==> config.mk <==
export PLATFORM = sky130hd
export DESIGN_NAME = spi_sclk_gen
export DESIGN_NICKNAME = d
export VERILOG_FILES = /design/src/rtl/sclk_gen_pkg.sv /design/src/rtl/sclk_cfg_hold.sv /design/src/rtl/sclk_prescaler.sv /design/src/rtl/sclk_halfdiv.sv /design/src/rtl/sclk_edge_out.sv /design/src/rtl/spi_sclk_gen.sv
export SDC_FILE = /design/constraint.sdc
export NUM_CORES = 1
export LEC_CHECK = 0
export ABC_CLOCK_PERIOD_IN_PS = 4800
export BUFFER_PORTS_ARGS = -buffer_cell sky130_fd_sc_hd__buf_2
export CAP_MARGIN = 40
export CORE_UTILIZATION = 45
export DETAILED_ROUTE_END_ITERATION = 6
export GPL_ROUTABILITY_DRIVEN = 0
export PLACE_DENSITY = 0.65
export SKIP_CTS_REPAIR_TIMING = 1
export SKIP_LAST_GASP = 1
export SYNTH_ARGS = -nofsm -noshare
export SYNTH_HDL_FRONTEND = slang
export SYNTH_SLANG_ARGS = --single-unit
==> constraint.sdc <==
create_clock -name clk -period 4.8 [get_ports clk]
set_clock_uncertainty 0.05 [all_clocks]
set_input_delay 0 -clock clk [delete_from_list [all_inputs] [get_ports clk]]
set_output_delay 0 -clock clk [all_outputs]
set_load 0.01 [all_outputs]
==> src/rtl/sclk_gen_pkg.sv <==
package sclk_gen_pkg;
  // Default field widths and the floor on the half-period field
  localparam int unsigned DEF_DIV_W   = 2;
  localparam int unsigned DEF_BRG_W   = 6;
  localparam int unsigned DEF_BRG_MIN = 4;

  // Kind of transition produced by the output stage in a given cycle
  typedef enum logic [1:0] {
    EDGE_NONE  = 2'd0,
    EDGE_LEAD  = 2'd1,
    EDGE_TRAIL = 2'd2
  } edge_kind_e;
endpackage

==> src/rtl/sclk_cfg_hold.sv <==
module sclk_cfg_hold #(
  parameter int unsigned DIV_W   = 2,
  parameter int unsigned BRG_W   = 6,
  parameter int unsigned BRG_MIN = 4
) (
  input  logic             clk,
  input  logic             rst_n,
  input  logic             en,
  input  logic [DIV_W-1:0] div_in,
  input  logic [BRG_W-1:0] brg_in,
  input  logic             cpol_in,
  output logic [DIV_W-1:0] div_q,
  output logic [BRG_W-1:0] brg_q,
  output logic             cpol_q
);
  localparam logic [BRG_W-1:0] BRG_FLOOR = BRG_W'(BRG_MIN);

  logic [BRG_W-1:0] brg_eff;

  // Raise out-of-range half-period values to the floor
  generate
    if (BRG_MIN > 0) begin : g_clamp
      always_comb brg_eff = (brg_in < BRG_FLOOR) ? BRG_FLOOR : brg_in;
    end else begin : g_pass
      always_comb brg_eff = brg_in;
    end
  endgenerate

  // Capture only while disabled
  always_ff @(posedge clk) begin
    if (!rst_n) begin
      div_q  <= '0;
      brg_q  <= BRG_FLOOR;
      cpol_q <= 1'b0;
    end else if (!en) begin
      div_q  <= div_in;
      brg_q  <= brg_eff;
      cpol_q <= cpol_in;
    end
  end

  AST_CFG_FROZEN: assert property (@(posedge clk) disable iff (!rst_n)
    $past(en) |-> ($stable(div_q) && $stable(brg_q) && $stable(cpol_q)));

  AST_BRG_FLOOR: assert property (@(posedge clk) disable iff (!rst_n)
    $past(!en) |-> (brg_q >= BRG_FLOOR));
endmodule

==> src/rtl/sclk_prescaler.sv <==
module sclk_prescaler #(
  parameter int unsigned DIV_W = 2
) (
  input  logic             clk,
  input  logic             rst_n,
  input  logic             en,
  input  logic [DIV_W-1:0] div_q,
  output logic             tick
);
  // Largest ratio is 2 << (2**DIV_W - 1) = 2**(2**DIV_W)
  localparam int unsigned PRE_W = 2 ** DIV_W;

  logic [PRE_W-1:0] pre_cnt;
  logic [PRE_W-1:0] pre_last;

  always_comb pre_last = PRE_W'((32'd2 << div_q) - 32'd1);
  always_comb tick = en && (pre_cnt == pre_last);

  always_ff @(posedge clk) begin
    if (!rst_n || !en) begin
      pre_cnt <= '0;
    end else if (pre_cnt == pre_last) begin
      pre_cnt <= '0;
    end else begin
      pre_cnt <= pre_cnt + 1'b1;
    end
  end

  AST_PRE_BOUND: assert property (@(posedge clk) disable iff (!rst_n)
    en |-> (pre_cnt <= pre_last));

  AST_PRE_CLEARED: assert property (@(posedge clk) disable iff (!rst_n)
    !en |=> (pre_cnt == '0));
endmodule

==> src/rtl/sclk_halfdiv.sv <==
module sclk_halfdiv #(
  parameter int unsigned BRG_W = 6
) (
  input  logic             clk,
  input  logic             rst_n,
  input  logic             en,
  input  logic             tick,
  input  logic [BRG_W-1:0] brg_q,
  output logic             wrap
);
  logic [BRG_W-1:0] half_cnt;

  always_comb wrap = tick && (half_cnt == brg_q);

  always_ff @(posedge clk) begin
    if (!rst_n || !en) begin
      half_cnt <= '0;
    end else if (tick) begin
      if (half_cnt == brg_q) half_cnt <= '0;
      else                   half_cnt <= half_cnt + 1'b1;
    end
  end

  AST_HALF_BOUND: assert property (@(posedge clk) disable iff (!rst_n)
    en |-> (half_cnt <= brg_q));

  AST_HALF_IDLE: assert property (@(posedge clk) disable iff (!rst_n)
    !tick |=> $stable(half_cnt) || (half_cnt == '0));
endmodule

==> src/rtl/sclk_edge_out.sv <==
module sclk_edge_out
  import sclk_gen_pkg::*;
(
  input  logic clk,
  input  logic rst_n,
  input  logic en,
  input  logic wrap,
  input  logic cpol_in,
  input  logic cpol_q,
  output logic sclk,
  output logic lead_stb,
  output logic trail_stb
);
  edge_kind_e next_kind;

  // A wrap at the idle level leaves idle, otherwise it returns to idle
  always_comb begin
    next_kind = EDGE_NONE;
    if (en && wrap) next_kind = (sclk == cpol_q) ? EDGE_LEAD : EDGE_TRAIL;
  end

  always_ff @(posedge clk) begin
    if (!rst_n) begin
      sclk      <= 1'b0;
      lead_stb  <= 1'b0;
      trail_stb <= 1'b0;
    end else if (!en) begin
      sclk      <= cpol_in;
      lead_stb  <= 1'b0;
      trail_stb <= 1'b0;
    end else begin
      if (next_kind != EDGE_NONE) sclk <= ~sclk;
      lead_stb  <= (next_kind == EDGE_LEAD);
      trail_stb <= (next_kind == EDGE_TRAIL);
    end
  end

  AST_IDLE_LEVEL: assert property (@(posedge clk) disable iff (!rst_n)
    !en |=> (sclk == $past(cpol_in)) && !lead_stb && !trail_stb);

  AST_STB_EXCL: assert property (@(posedge clk) disable iff (!rst_n)
    !(lead_stb && trail_stb));

  AST_LEAD_MOVES: assert property (@(posedge clk) disable iff (!rst_n)
    lead_stb |-> (!$stable(sclk) && (sclk != cpol_q)));

  AST_TRAIL_MOVES: assert property (@(posedge clk) disable iff (!rst_n)
    trail_stb |-> (!$stable(sclk) && (sclk == cpol_q)));

  AST_STB_SINGLE: assert property (@(posedge clk) disable iff (!rst_n)
    (lead_stb || trail_stb) |=> !(lead_stb || trail_stb));
endmodule

==> src/rtl/spi_sclk_gen.sv <==
module spi_sclk_gen
  import sclk_gen_pkg::*;
#(
  parameter int unsigned DIV_W   = DEF_DIV_W,
  parameter int unsigned BRG_W   = DEF_BRG_W,
  parameter int unsigned BRG_MIN = DEF_BRG_MIN
) (
  input  logic             clk,
  input  logic             rst_n,
  input  logic             en,
  input  logic [DIV_W-1:0] div_sel,
  input  logic [BRG_W-1:0] brg_sel,
  input  logic             cpol,
  output logic             sclk,
  output logic             lead_stb,
  output logic             trail_stb
);
  logic [DIV_W-1:0] div_q;
  logic [BRG_W-1:0] brg_q;
  logic             cpol_q;
  logic             tick;
  logic             wrap;

  sclk_cfg_hold #(
    .DIV_W  (DIV_W),
    .BRG_W  (BRG_W),
    .BRG_MIN(BRG_MIN)
  ) u_cfg (
    .clk    (clk),
    .rst_n  (rst_n),
    .en     (en),
    .div_in (div_sel),
    .brg_in (brg_sel),
    .cpol_in(cpol),
    .div_q  (div_q),
    .brg_q  (brg_q),
    .cpol_q (cpol_q)
  );

  sclk_prescaler #(
    .DIV_W(DIV_W)
  ) u_pre (
    .clk  (clk),
    .rst_n(rst_n),
    .en   (en),
    .div_q(div_q),
    .tick (tick)
  );

  sclk_halfdiv #(
    .BRG_W(BRG_W)
  ) u_half (
    .clk  (clk),
    .rst_n(rst_n),
    .en   (en),
    .tick (tick),
    .brg_q(brg_q),
    .wrap (wrap)
  );

  sclk_edge_out u_out (
    .clk      (clk),
    .rst_n    (rst_n),
    .en       (en),
    .wrap     (wrap),
    .cpol_in  (cpol),
    .cpol_q   (cpol_q),
    .sclk     (sclk),
    .lead_stb (lead_stb),
    .trail_stb(trail_stb)
  );

  AST_RESET_QUIET: assert property (@(posedge clk)
    !rst_n |=> (!sclk && !lead_stb && !trail_stb));

  AST_WRAP_NEEDS_TICK: assert property (@(posedge clk) disable iff (!rst_n)
    wrap |-> tick);
endmodule

==> results of run 1 <==
-- per-stage QoR --
step / cell area, um^2 / util, % / hold slack, ns
2_1_floorplan: 1010 / - / 0.0758
3_3_place_gp: 1090 / 53.6 / 0.162
3_5_place_dp: 1090 / 53.6 / 0.167
4_1_cts: 1130 / 55.4 / -0.162
5_1_grt: 1290 / 63.2 / 0.0474
6_report: 1290 / 63.2 / 0.0303
-- state kept, by name, summed over array words and instances (netlist names) --
name             cells
u_cfg.brg_q          6
u_half.half_cnt      6
u_pre.pre_cnt        4
u_cfg.div_q          2
u_cfg.cpol_q         1
u_out.lead_stb       1
u_out.sclk           1
u_out.trail_stb      1
-- final cells by class --
| cell class | count | area [um^2] |
|---|---|---|
| fillers | 197 | 751 |
| multi-input cells | 71 | 532 |
| flip-flops and latches | 22 | 440 |
| repair buffers | 30 | 230 |
| clock buffers | 4 | 36.3 |
| well taps | 27 | 33.8 |
| inverters | 5 | 18.8 |
-- critical path: stages (launching register included) --
cell	delay [ns]
dfxtp_1	0.37
xor2_1	0.15
or4_4	0.49
a2111oi_4	0.38
or2_1	0.27
nor2_1	0.09
-- report_power, final --
| group | switching [uW] | leakage (uW) | total (uW) | internal, uW |
|---|---|---|---|---|
| sequential | 5.47 | 0.000180 | 194 | 189 |
| combinational | 19.6 | 0.000294 | 45.5 | 25.8 |
| clock | 54.8 | 0.0000210 | 101 | 46.3 |
-- logic make-up (layout without fill, tap and decap cells) --
| logic type | after synthesis | after routing |
|---|---|---|
| buffers and inverters | 9 | 39 |
| DFF | 22 | 22 |
| adders and majority gates | 2 | 2 |
| muxes | 7 | 7 |
| AOI/OAI and AO/OA | 12 | 12 |
| and+or+nand+nor | 33 | 33 |
| xor gates and xnor gates | 17 | 17 |
-- per-layer routing --
layer | part of all wire, % | up-vias | GRT usage, %
met5 | 0 | - | 0
met1 | 45 | 364 | 20.8
met4 | 0.66 | 0 | 4.29
met2 | 50 | 10 | 26.9
met3 | 4.0 | 2 | 6.48
li1 | - | 407 | -
-- cell usage in the layout (no fill, tap or decap), types with 2 or more instances in the layout --
cell            n
nand4_1         3
nor2b_1         6
nor3b_1         2
nand2_1         3
dfxtp_1        22
xor2_1          2
a21oi_1         4
a32o_1          2
nor2_1         11
xnor2_1        15
mux2i_1         7
a211oi_1        3
dlygate4sd3_1  16
inv_1           5
ha_1            2
clkbuf_4        3
nand3_1         3
buf_2          14
-- final timing paths --
path                                      to                        start  cells past startpoint
max          u_half.half_cnt[4]$_SDFFE_PN0N_  u_pre.pre_cnt[1]$_SDFF_PP0_                      5
max reg2reg  u_half.half_cnt[4]$_SDFFE_PN0N_  u_pre.pre_cnt[1]$_SDFF_PP0_                      5
min reg2reg      u_pre.pre_cnt[0]$_SDFF_PP0_  u_pre.pre_cnt[0]$_SDFF_PP0_                      1
min                  u_out.sclk$_SDFFE_PN0P_                           en                      2
==> impl_metrics.py, run 1 <==
metrics = {
    "power_and_ir_drop": {
        "ir_worst_vdd_uv": 225,
        "power_uw": 341,
        "p_per_area_nw_per_um2": 264,
        "p_leak_uw": 0.000494,
    },
    "detailed_routing": {
        "viasPerCell": 4.92,
        "vias": 783,
        "ant_nets": 0,
        "routed_wl_um": 1960,
        "drt_pass1_iterations": 4,
        "wl_per_cell_um": 12.3,
        "drc": 0,
        "drt_iter0_markers": 7,
    },
    "critical_path": {
        "r2r_slack_ns": 2.89,
        "crit_path_end_kind": "flop",
        "worstPathArrival_ns": 2.06,
        "crit_path_start_kind": "flop",
        "crit_required_ns": 4.95,
        "criticalPathCategory": "reg -> reg",
        "crit_fanout": 7,
    },
    "final_layout": {
        "syn2layout_area_growth_pct": 27.3,
        "drive_above_1_share_pct": 16.7,
        "fin_nets": 147,
        "diodes": 0,
        "instances_no_fill": 159,
    },
    "synthesis": {
        "syn_area_um2": 1010,
        "yosys.area_share.simple_pct": 17.5,
        "synth_xor_area_share_pct": 14.7,
        "synth_edf_count": 0,
        "ys_seq_area_share_pct": 43.4,
        "ys_types": 27,
        "synth_fa_ha_area_share_pct": 2.47,
        "yosysWarnings": 0,
        "synth_top_area_share_pct": 43.4,
        "synth_seq_cells": 22,
        "synth_compound_area_share_pct": 10.9,
        "synth-async-reset-ratio_pct": 0,
        "synth_most_common_cell": "dfxtp_1",
        "synth_ff_type": "dfxtp_1",
        "ys_top_cells_by_count": "22 x dfxtp_1, 15 x xnor2_1, 11 x nor2_1, 7 x mux2i_1, 6 x nor2b_1",
        "yosys.area.top_type": "dfxtp_1",
        "syn_nets": 116,
        "muxShareOfSynthArea_pct": 6.91,
        "synth_area_per_cell_um2": 9.95,
        "syn_inst": 102,
        "synth.area.top_cells": "dfxtp_1 43%, xnor2_1 13%, mux2i_1 6.9%, nor2_1 4.1%, nor2b_1 3.7%",
        "synth_top_family_by_area": "simple AND/OR/NAND/NOR gates",
    },
    "grt": {
        "antenna_found_initial": 0,
        "grt_pass1_wl_um": 3030,
        "grt_max_degree": 14,
        "overflow": 0,
        "grt_usage_pct": 16.7,
        "grt_pass1_vias": 672,
    },
    "timing": {
        "fmax_ghz": 0.525,
        "min_period_ns": 1.91,
        "finalHoldViolCount": 0,
        "fin_crit_sh_pct": 39.7,
        "finalMaxSlewViolations": 0,
        "maxSlewHeadroom_pct": 70.3,
        "rsz0062_at_grt": "false",
        "finalSetupViolations": 0,
        "tightest_slew_ns": 0.444,
        "setup_ws_ns": 2.89,
        "fin_setup_tns_ns": 0,
    },
    "placed_design": {
        "dp_hpwl_um": 1320,
        "dp_cells": 139,
        "io_buffers": 14,
        "post-place-ws_ns": 2.91,
    },
    "floorplan": {
        "fp.dieW_um": 49.5,
        "fp.dieH_um": 49.5,
        "fp.coreArea_um2": 2040,
        "fp.dieArea_um2": 2450,
        "start_util_pct": 49.7,
        "rows": 16,
        "io_pins": 15,
    },
    "run": {
        "maxCapViolCount": 0,
    },
    "clock_tree": {
        "numCtsBuffers": 3,
        "cts_tree": "built",
        "cts_root_buf": "clkbuf_4",
        "clock-sinks": 22,
        "clk-insertion-delay-late_ns": 0.31,
        "clock_tree.buffer_depth": 2,
        "clk_pin_slew_worst_paths_ns": 0.12,
        "h-tree-depth": 1,
    },
    "min_path": {
        "hold_path.class": "in -> reg",
    },
    "status": {
        "outcome": "finished, final reports clean",
    },
}
Power figures use the tool's default switching activity.
==> inputs of run 2 (changes only) <==
--- a/config.mk
+++ b/config.mk
@@ -5,13 +5,13 @@
 export SDC_FILE = /design/constraint.sdc
 export NUM_CORES = 1
 export LEC_CHECK = 0
-export ABC_CLOCK_PERIOD_IN_PS = 4800
+export ABC_CLOCK_PERIOD_IN_PS = 1700
 export BUFFER_PORTS_ARGS = -buffer_cell sky130_fd_sc_hd__buf_2
 export CAP_MARGIN = 40
 export CORE_UTILIZATION = 45
 export DETAILED_ROUTE_END_ITERATION = 6
 export GPL_ROUTABILITY_DRIVEN = 0
-export PLACE_DENSITY = 0.65
+export PLACE_DENSITY = 0.68
 export SKIP_CTS_REPAIR_TIMING = 1
 export SKIP_LAST_GASP = 1
 export SYNTH_ARGS = -nofsm -noshare
==> constraint.sdc (replaced) <==
create_clock -name clk -period 1.7 [get_ports clk]
set_clock_uncertainty 0.05 [all_clocks]
set_input_delay 0 -clock clk [delete_from_list [all_inputs] [get_ports clk]]
set_output_delay 0 -clock clk [all_outputs]
set_load 0.01 [all_outputs]
==> impl_metrics.py, run 2 (synthesis results as in run 1) <==
metrics = {
    "status": {
        "violations": "negative setup slack",
        "outcome": "finished with violations",
    },
    "final_layout": {
        "diodes": 0,
        "instances_no_fill": 169,
        "drive_above_1_share_pct": 25.4,
        "layout_common_cells": "21 x dfxtp_1, 16 x dlygate4sd3_1, 15 x xnor2_1",
        "fill_cells": 164,
        "syn2layout_area_growth_pct": 37.5,
        "utilization_pct": 68.3,
        "reg_top3": "u_cfg.brg_q: 6 flops, u_half.half_cnt: 6 flops, u_pre.pre_cnt: 4 flops",
        "final_common_cell": "dfxtp_1",
        "fin_nets": 157,
    },
    "critical_path": {
        "crit_path_end_kind": "flop",
        "crit_required_ns": 1.87,
        "crit_path_start_kind": "flop",
        "criticalPathCategory": "reg -> reg",
        "crit_fanout": 6,
        "worstPathArrival_ns": 1.94,
    },
    "clock_tree": {
        "cts_root_buf": "clkbuf_4",
        "clock-sinks": 22,
        "h-tree-depth": 1,
        "clk_pin_slew_worst_paths_ns": 0.12,
        "cts_tree": "built",
        "clk-insertion-delay-late_ns": 0.31,
        "clock_tree.buffer_depth": 2,
        "numCtsBuffers": 3,
    },
    "detailed_routing": {
        "drc": 0,
        "viasPerCell": 4.87,
        "wl_per_cell_um": 12.3,
        "drt_pass1_iterations": 3,
        "routed_wl_um": 2070,
        "vias": 823,
        "ant_nets": 0,
        "drt_iter0_markers": 3,
    },
    "timing": {
        "tightest_slew_ns": 0.380,
        "min_period_ns": 1.77,
        "rsz0062_at_grt": "true",
        "maxSlewHeadroom_pct": 74.6,
        "setup_ws_ns": -0.0677,
        "hold_slack_ns": 0.0359,
        "finalHoldViolCount": 0,
        "fin_crit_sh_pct": 104,
        "fmax_ghz": 0.566,
        "finalMaxSlewViolations": 0,
        "finalSetupViolations": 8,
        "fin_setup_tns_ns": -0.484,
    },
    "grt": {
        "overflow": 0,
        "antenna_found_initial": 0,
        "grt_usage_pct": 17.7,
        "grt_pass1_wl_um": 3320,
        "grt_pass1_vias": 727,
        "grt_max_degree": 14,
    },
    "floorplan": {
        "io_pins": 15,
        "fp.coreArea_um2": 2040,
        "rows": 16,
        "fp.dieArea_um2": 2450,
        "start_util_pct": 49.7,
        "fp.dieW_um": 49.5,
        "fp.dieH_um": 49.5,
    },
    "min_path": {
        "hold_path.class": "in -> reg",
    },
    "placed_design": {
        "io_buffers": 14,
        "post-place-ws_ns": -0.120,
        "dp_hpwl_um": 1450,
        "dp_cells": 148,
    },
    "power_and_ir_drop": {
        "p_per_area_nw_per_um2": 783,
        "ir_worst_vdd_uv": 940,
        "p_leak_uw": 0.000557,
    },
    "run": {
        "maxCapViolCount": 0,
    },
}
## run 2: final timing paths
| path | start | endpoint | slack [ns] | cells past startpoint |
|---|---|---|---|---|
| setup / recovery | u_cfg.div_q[0]$_SDFFE_PN0N_ | u_half.half_cnt[0]$_SDFFE_PN0N_ | -0.07 | 5 |
| setup reg to reg | u_cfg.div_q[0]$_SDFFE_PN0N_ | u_half.half_cnt[0]$_SDFFE_PN0N_ | -0.07 | 5 |
| hold / removal | en | u_out.sclk$_SDFFE_PN0P_ | 0.04 | 2 |
| hold reg to reg | u_pre.pre_cnt[0]$_SDFF_PP0_ | u_pre.pre_cnt[0]$_SDFF_PP0_ | 0.47 | 1 |
## run 2: metrics by stage
stage / instance area [um^2] / total power [uW]
final: 1400 / 1090
after CTS: 1220 / 1060
after global placement: 1160 / 663
after global routing: 1400 / 1140
after detailed placement: 1160 / 668
after floorplan: 1020 / 636
## run 2: layer usage
metal | wire length [um] | vias to the layer above | share of wire [%] | GRT usage, %
met5 | 0 | - | 0 | 0
met4 | 41 | 0 | 2.0 | 7.14
met3 | 43 | 4 | 2.1 | 3.70
met2 | 1000 | 13 | 48 | 29.5
met1 | 985 | 376 | 48 | 22.3
li1 | - | 430 | - | -
## run 2: critical path, stage by stage, from the launching register on
cell	delay, ns
dfxtp_2	0.34
xor2_1	0.15
or4_4	0.47
a2111oi_4	0.40
or2_4	0.22
nor2_1	0.05
## run 2: layout make-up
cell class	instances	area, um^2	share of cell area [%]
multi-input combinational	71	543	38.9
sequential	22	442	31.7
timing repair buffer	40	305	21.9
tap	27	33.8	2.42
clock inverter	1	30.0	2.15
clock buffer	3	22.5	1.61
inverter	5	18.8	1.35
## run 2: power by group
group / internal, uW / total, uW / switching, uW
combinational: 85.9 / 148 / 61.7
sequential: 533 / 547 / 13.9
clock: 238 / 397 / 159
total: 857 / 1090 / 235
==> inputs of run 3 (changes only) <==
--- a/config.mk
+++ b/config.mk
@@ -5,13 +5,13 @@
 export SDC_FILE = /design/constraint.sdc
 export NUM_CORES = 1
 export LEC_CHECK = 0
-export ABC_CLOCK_PERIOD_IN_PS = 1700
+export ABC_CLOCK_PERIOD_IN_PS = 1900
 export BUFFER_PORTS_ARGS = -buffer_cell sky130_fd_sc_hd__buf_2
 export CAP_MARGIN = 40
 export CORE_UTILIZATION = 45
 export DETAILED_ROUTE_END_ITERATION = 6
 export GPL_ROUTABILITY_DRIVEN = 0
-export PLACE_DENSITY = 0.68
+export PLACE_DENSITY = 0.65
 export SKIP_CTS_REPAIR_TIMING = 1
 export SKIP_LAST_GASP = 1
 export SYNTH_ARGS = -nofsm -noshare
==> constraint.sdc (replaced) <==
create_clock -name clk -period 1.9 [get_ports clk]
set_clock_uncertainty 0.05 [all_clocks]
set_input_delay 0 -clock clk [delete_from_list [all_inputs] [get_ports clk]]
set_output_delay 0 -clock clk [all_outputs]
set_load 0.01 [all_outputs]
==> impl_metrics.py, run 3 (synthesis results as in run 1) <==
metrics = {
    "critical_path": {
        "crit_path_end_kind": "flop",
        "crit_chain": "xor2_1 > or4_4 > buf_4 > a2111oi_2 > xnor2_1 > nor2_1",
        "crit_family": "simple AND/OR/NAND/NOR gates",
        "cp_slowest_stage_delay_ns": 0.46,
        "crit_fanout": 4,
        "worstPathArrival_ns": 1.98,
        "criticalPathCategory": "reg -> reg",
        "crit_required_ns": 2.05,
        "path_buf_inv": 1,
        "crit_path_start_kind": "flop",
        "crit_slowest_cell": "or4_4",
    },
    "timing": {
        "fmax_ghz": 0.546,
        "setup_ws_ns": 0.0680,
        "fin_setup_tns_ns": 0,
        "finalSetupViolations": 0,
        "finalMaxSlewViolations": 0,
        "rsz0062_at_grt": "false",
        "fin_crit_sh_pct": 96.4,
        "tightest_slew_ns": 0.489,
        "finalHoldViolCount": 2,
        "min_period_ns": 1.83,
        "maxSlewHeadroom_pct": 67.3,
        "hold_slack_ns": -0.0359,
    },
    "placed_design": {
        "io_buffers": 14,
        "dp_hpwl_um": 1330,
        "post-place-ws_ns": 0.0222,
    },
    "clock_tree": {
        "numCtsBuffers": 3,
        "clock_tree.buffer_depth": 2,
        "cts_tree": "built",
        "clk-insertion-delay-late_ns": 0.30,
        "clock-sinks": 22,
        "cts_root_buf": "clkbuf_4",
        "clk_pin_slew_worst_paths_ns": 0.11,
        "h-tree-depth": 1,
    },
    "detailed_routing": {
        "ant_nets": 0,
        "drt_iter0_markers": 7,
        "drt_pass1_iterations": 4,
        "routed_wl_um": 2050,
        "drc": 0,
        "wl_per_cell_um": 12.8,
        "vias": 801,
        "viasPerCell": 5.01,
    },
    "floorplan": {
        "fp.coreArea_um2": 2040,
        "fp.dieArea_um2": 2450,
        "fp.dieW_um": 49.5,
        "io_pins": 15,
        "fp.dieH_um": 49.5,
        "start_util_pct": 49.7,
        "rows": 16,
    },
    "status": {
        "violations": "negative hold slack",
        "outcome": "finished with violations",
    },
    "grt": {
        "grt_usage_pct": 16.1,
        "grt_pass1_vias": 674,
        "overflow": 0,
        "grt_max_degree": 14,
        "grt_pass1_wl_um": 3000,
        "antenna_found_initial": 0,
    },
    "power_and_ir_drop": {
        "p_per_area_nw_per_um2": 629,
        "ir_worst_vdd_uv": 471,
        "p_leak_uw": 0.000502,
    },
    "final_layout": {
        "final_common_cell": "dfxtp_1",
        "layout_common_cells": "21 x dfxtp_1, 15 x xnor2_1, 14 x dlygate4sd3_1, 14 x buf_2, 11 x nor2_1",
        "diodes": 0,
        "syn2layout_area_growth_pct": 27.3,
        "drive_above_1_share_pct": 20.3,
        "reg_top3": "u_cfg.brg_q: 6 flops, u_half.half_cnt: 6 flops, u_pre.pre_cnt: 4 flops",
        "fin_nets": 149,
    },
    "min_path": {
        "hold_path.class": "in -> reg",
    },
    "run": {
        "maxCapViolCount": 0,
    },
}
run 3: cell count changes in the layout (fill, tap and decap cells not counted):
| cell | before | now |
|---|---|---|
| buf_4 | 10 | 4 |
| a21oi_1 | 3 | 4 |
| a211oi_2 | 1 | 0 |
| bufinv_16 | 1 | 0 |
| a211oi_1 | 2 | 3 |
| dlygate4sd3_1 | 16 | 14 |
| a21oi_2 | 1 | 0 |
run 3: per-layer routing:
metal	vias up	wire [um]	track usage, %	part of all wire, %
li1	412	-	-	-
met1	375	942	20.5	46
met2	12	1040	26.5	51
met3	2	55	5.56	2.7
met4	0	16	2.86	0.78
met5	-	0	0	0
run 3: final cells by class:
cell class              instances  area [um^2]
clock buffers                   3         22.5
inverters                       5         18.8
multi-input cells              71          534
well taps                      27         33.8
fillers                       181          751
flip-flops and latches         22          442
repair buffers                 32          240
run 3: path summary, 6_finish.rpt:
kind	endpoint	depth (start not counted)	slack (ns)	from
worst min-delay path	u_out.sclk$_SDFFE_PN0P_	3	-0.04	rst_n
worst max register to register	u_half.half_cnt[5]$_SDFFE_PN0N_	6	0.07	u_cfg.div_q[0]$_SDFFE_PN0N_
worst max-delay path	u_half.half_cnt[5]$_SDFFE_PN0N_	6	0.07	u_cfg.div_q[0]$_SDFFE_PN0N_
worst min register to register	u_pre.pre_cnt[0]$_SDFF_PP0_	1	0.45	u_pre.pre_cnt[0]$_SDFF_PP0_
run 3: worst reg2reg max path: cells and delay by family, from the launching register on:
family                 cells  cell delay (ns)
AO/OA/AOI/OAI              1             0.33
flip-flops                 1             0.35
AND/OR/NAND/NOR            2             0.51
buffers and inverters      1             0.17
XOR/XNOR                   2             0.32
run 3: power breakdown:
| part | total (uW) | internal (uW) | switching, uW |
|---|---|---|---|
| Combinational | 122 | 69.9 | 52.5 |
| Clock | 200 | 73.9 | 126 |
| Sequential | 490 | 477 | 13.5 |
| Total | 812 | 620 | 192 |
run 3: stage by stage:
step | power (uW) | std cells | area, um^2 | util (%)
global placement | 588 | 141 | 1110 | 54.4
floorplan | 569 | 102 | 1010 | -
detailed placement | 590 | 141 | 1110 | 54.4
finish | 812 | 160 | 1290 | 63.2
CTS | 788 | 144 | 1130 | 55.5
global route | 851 | 160 | 1290 | 63.2
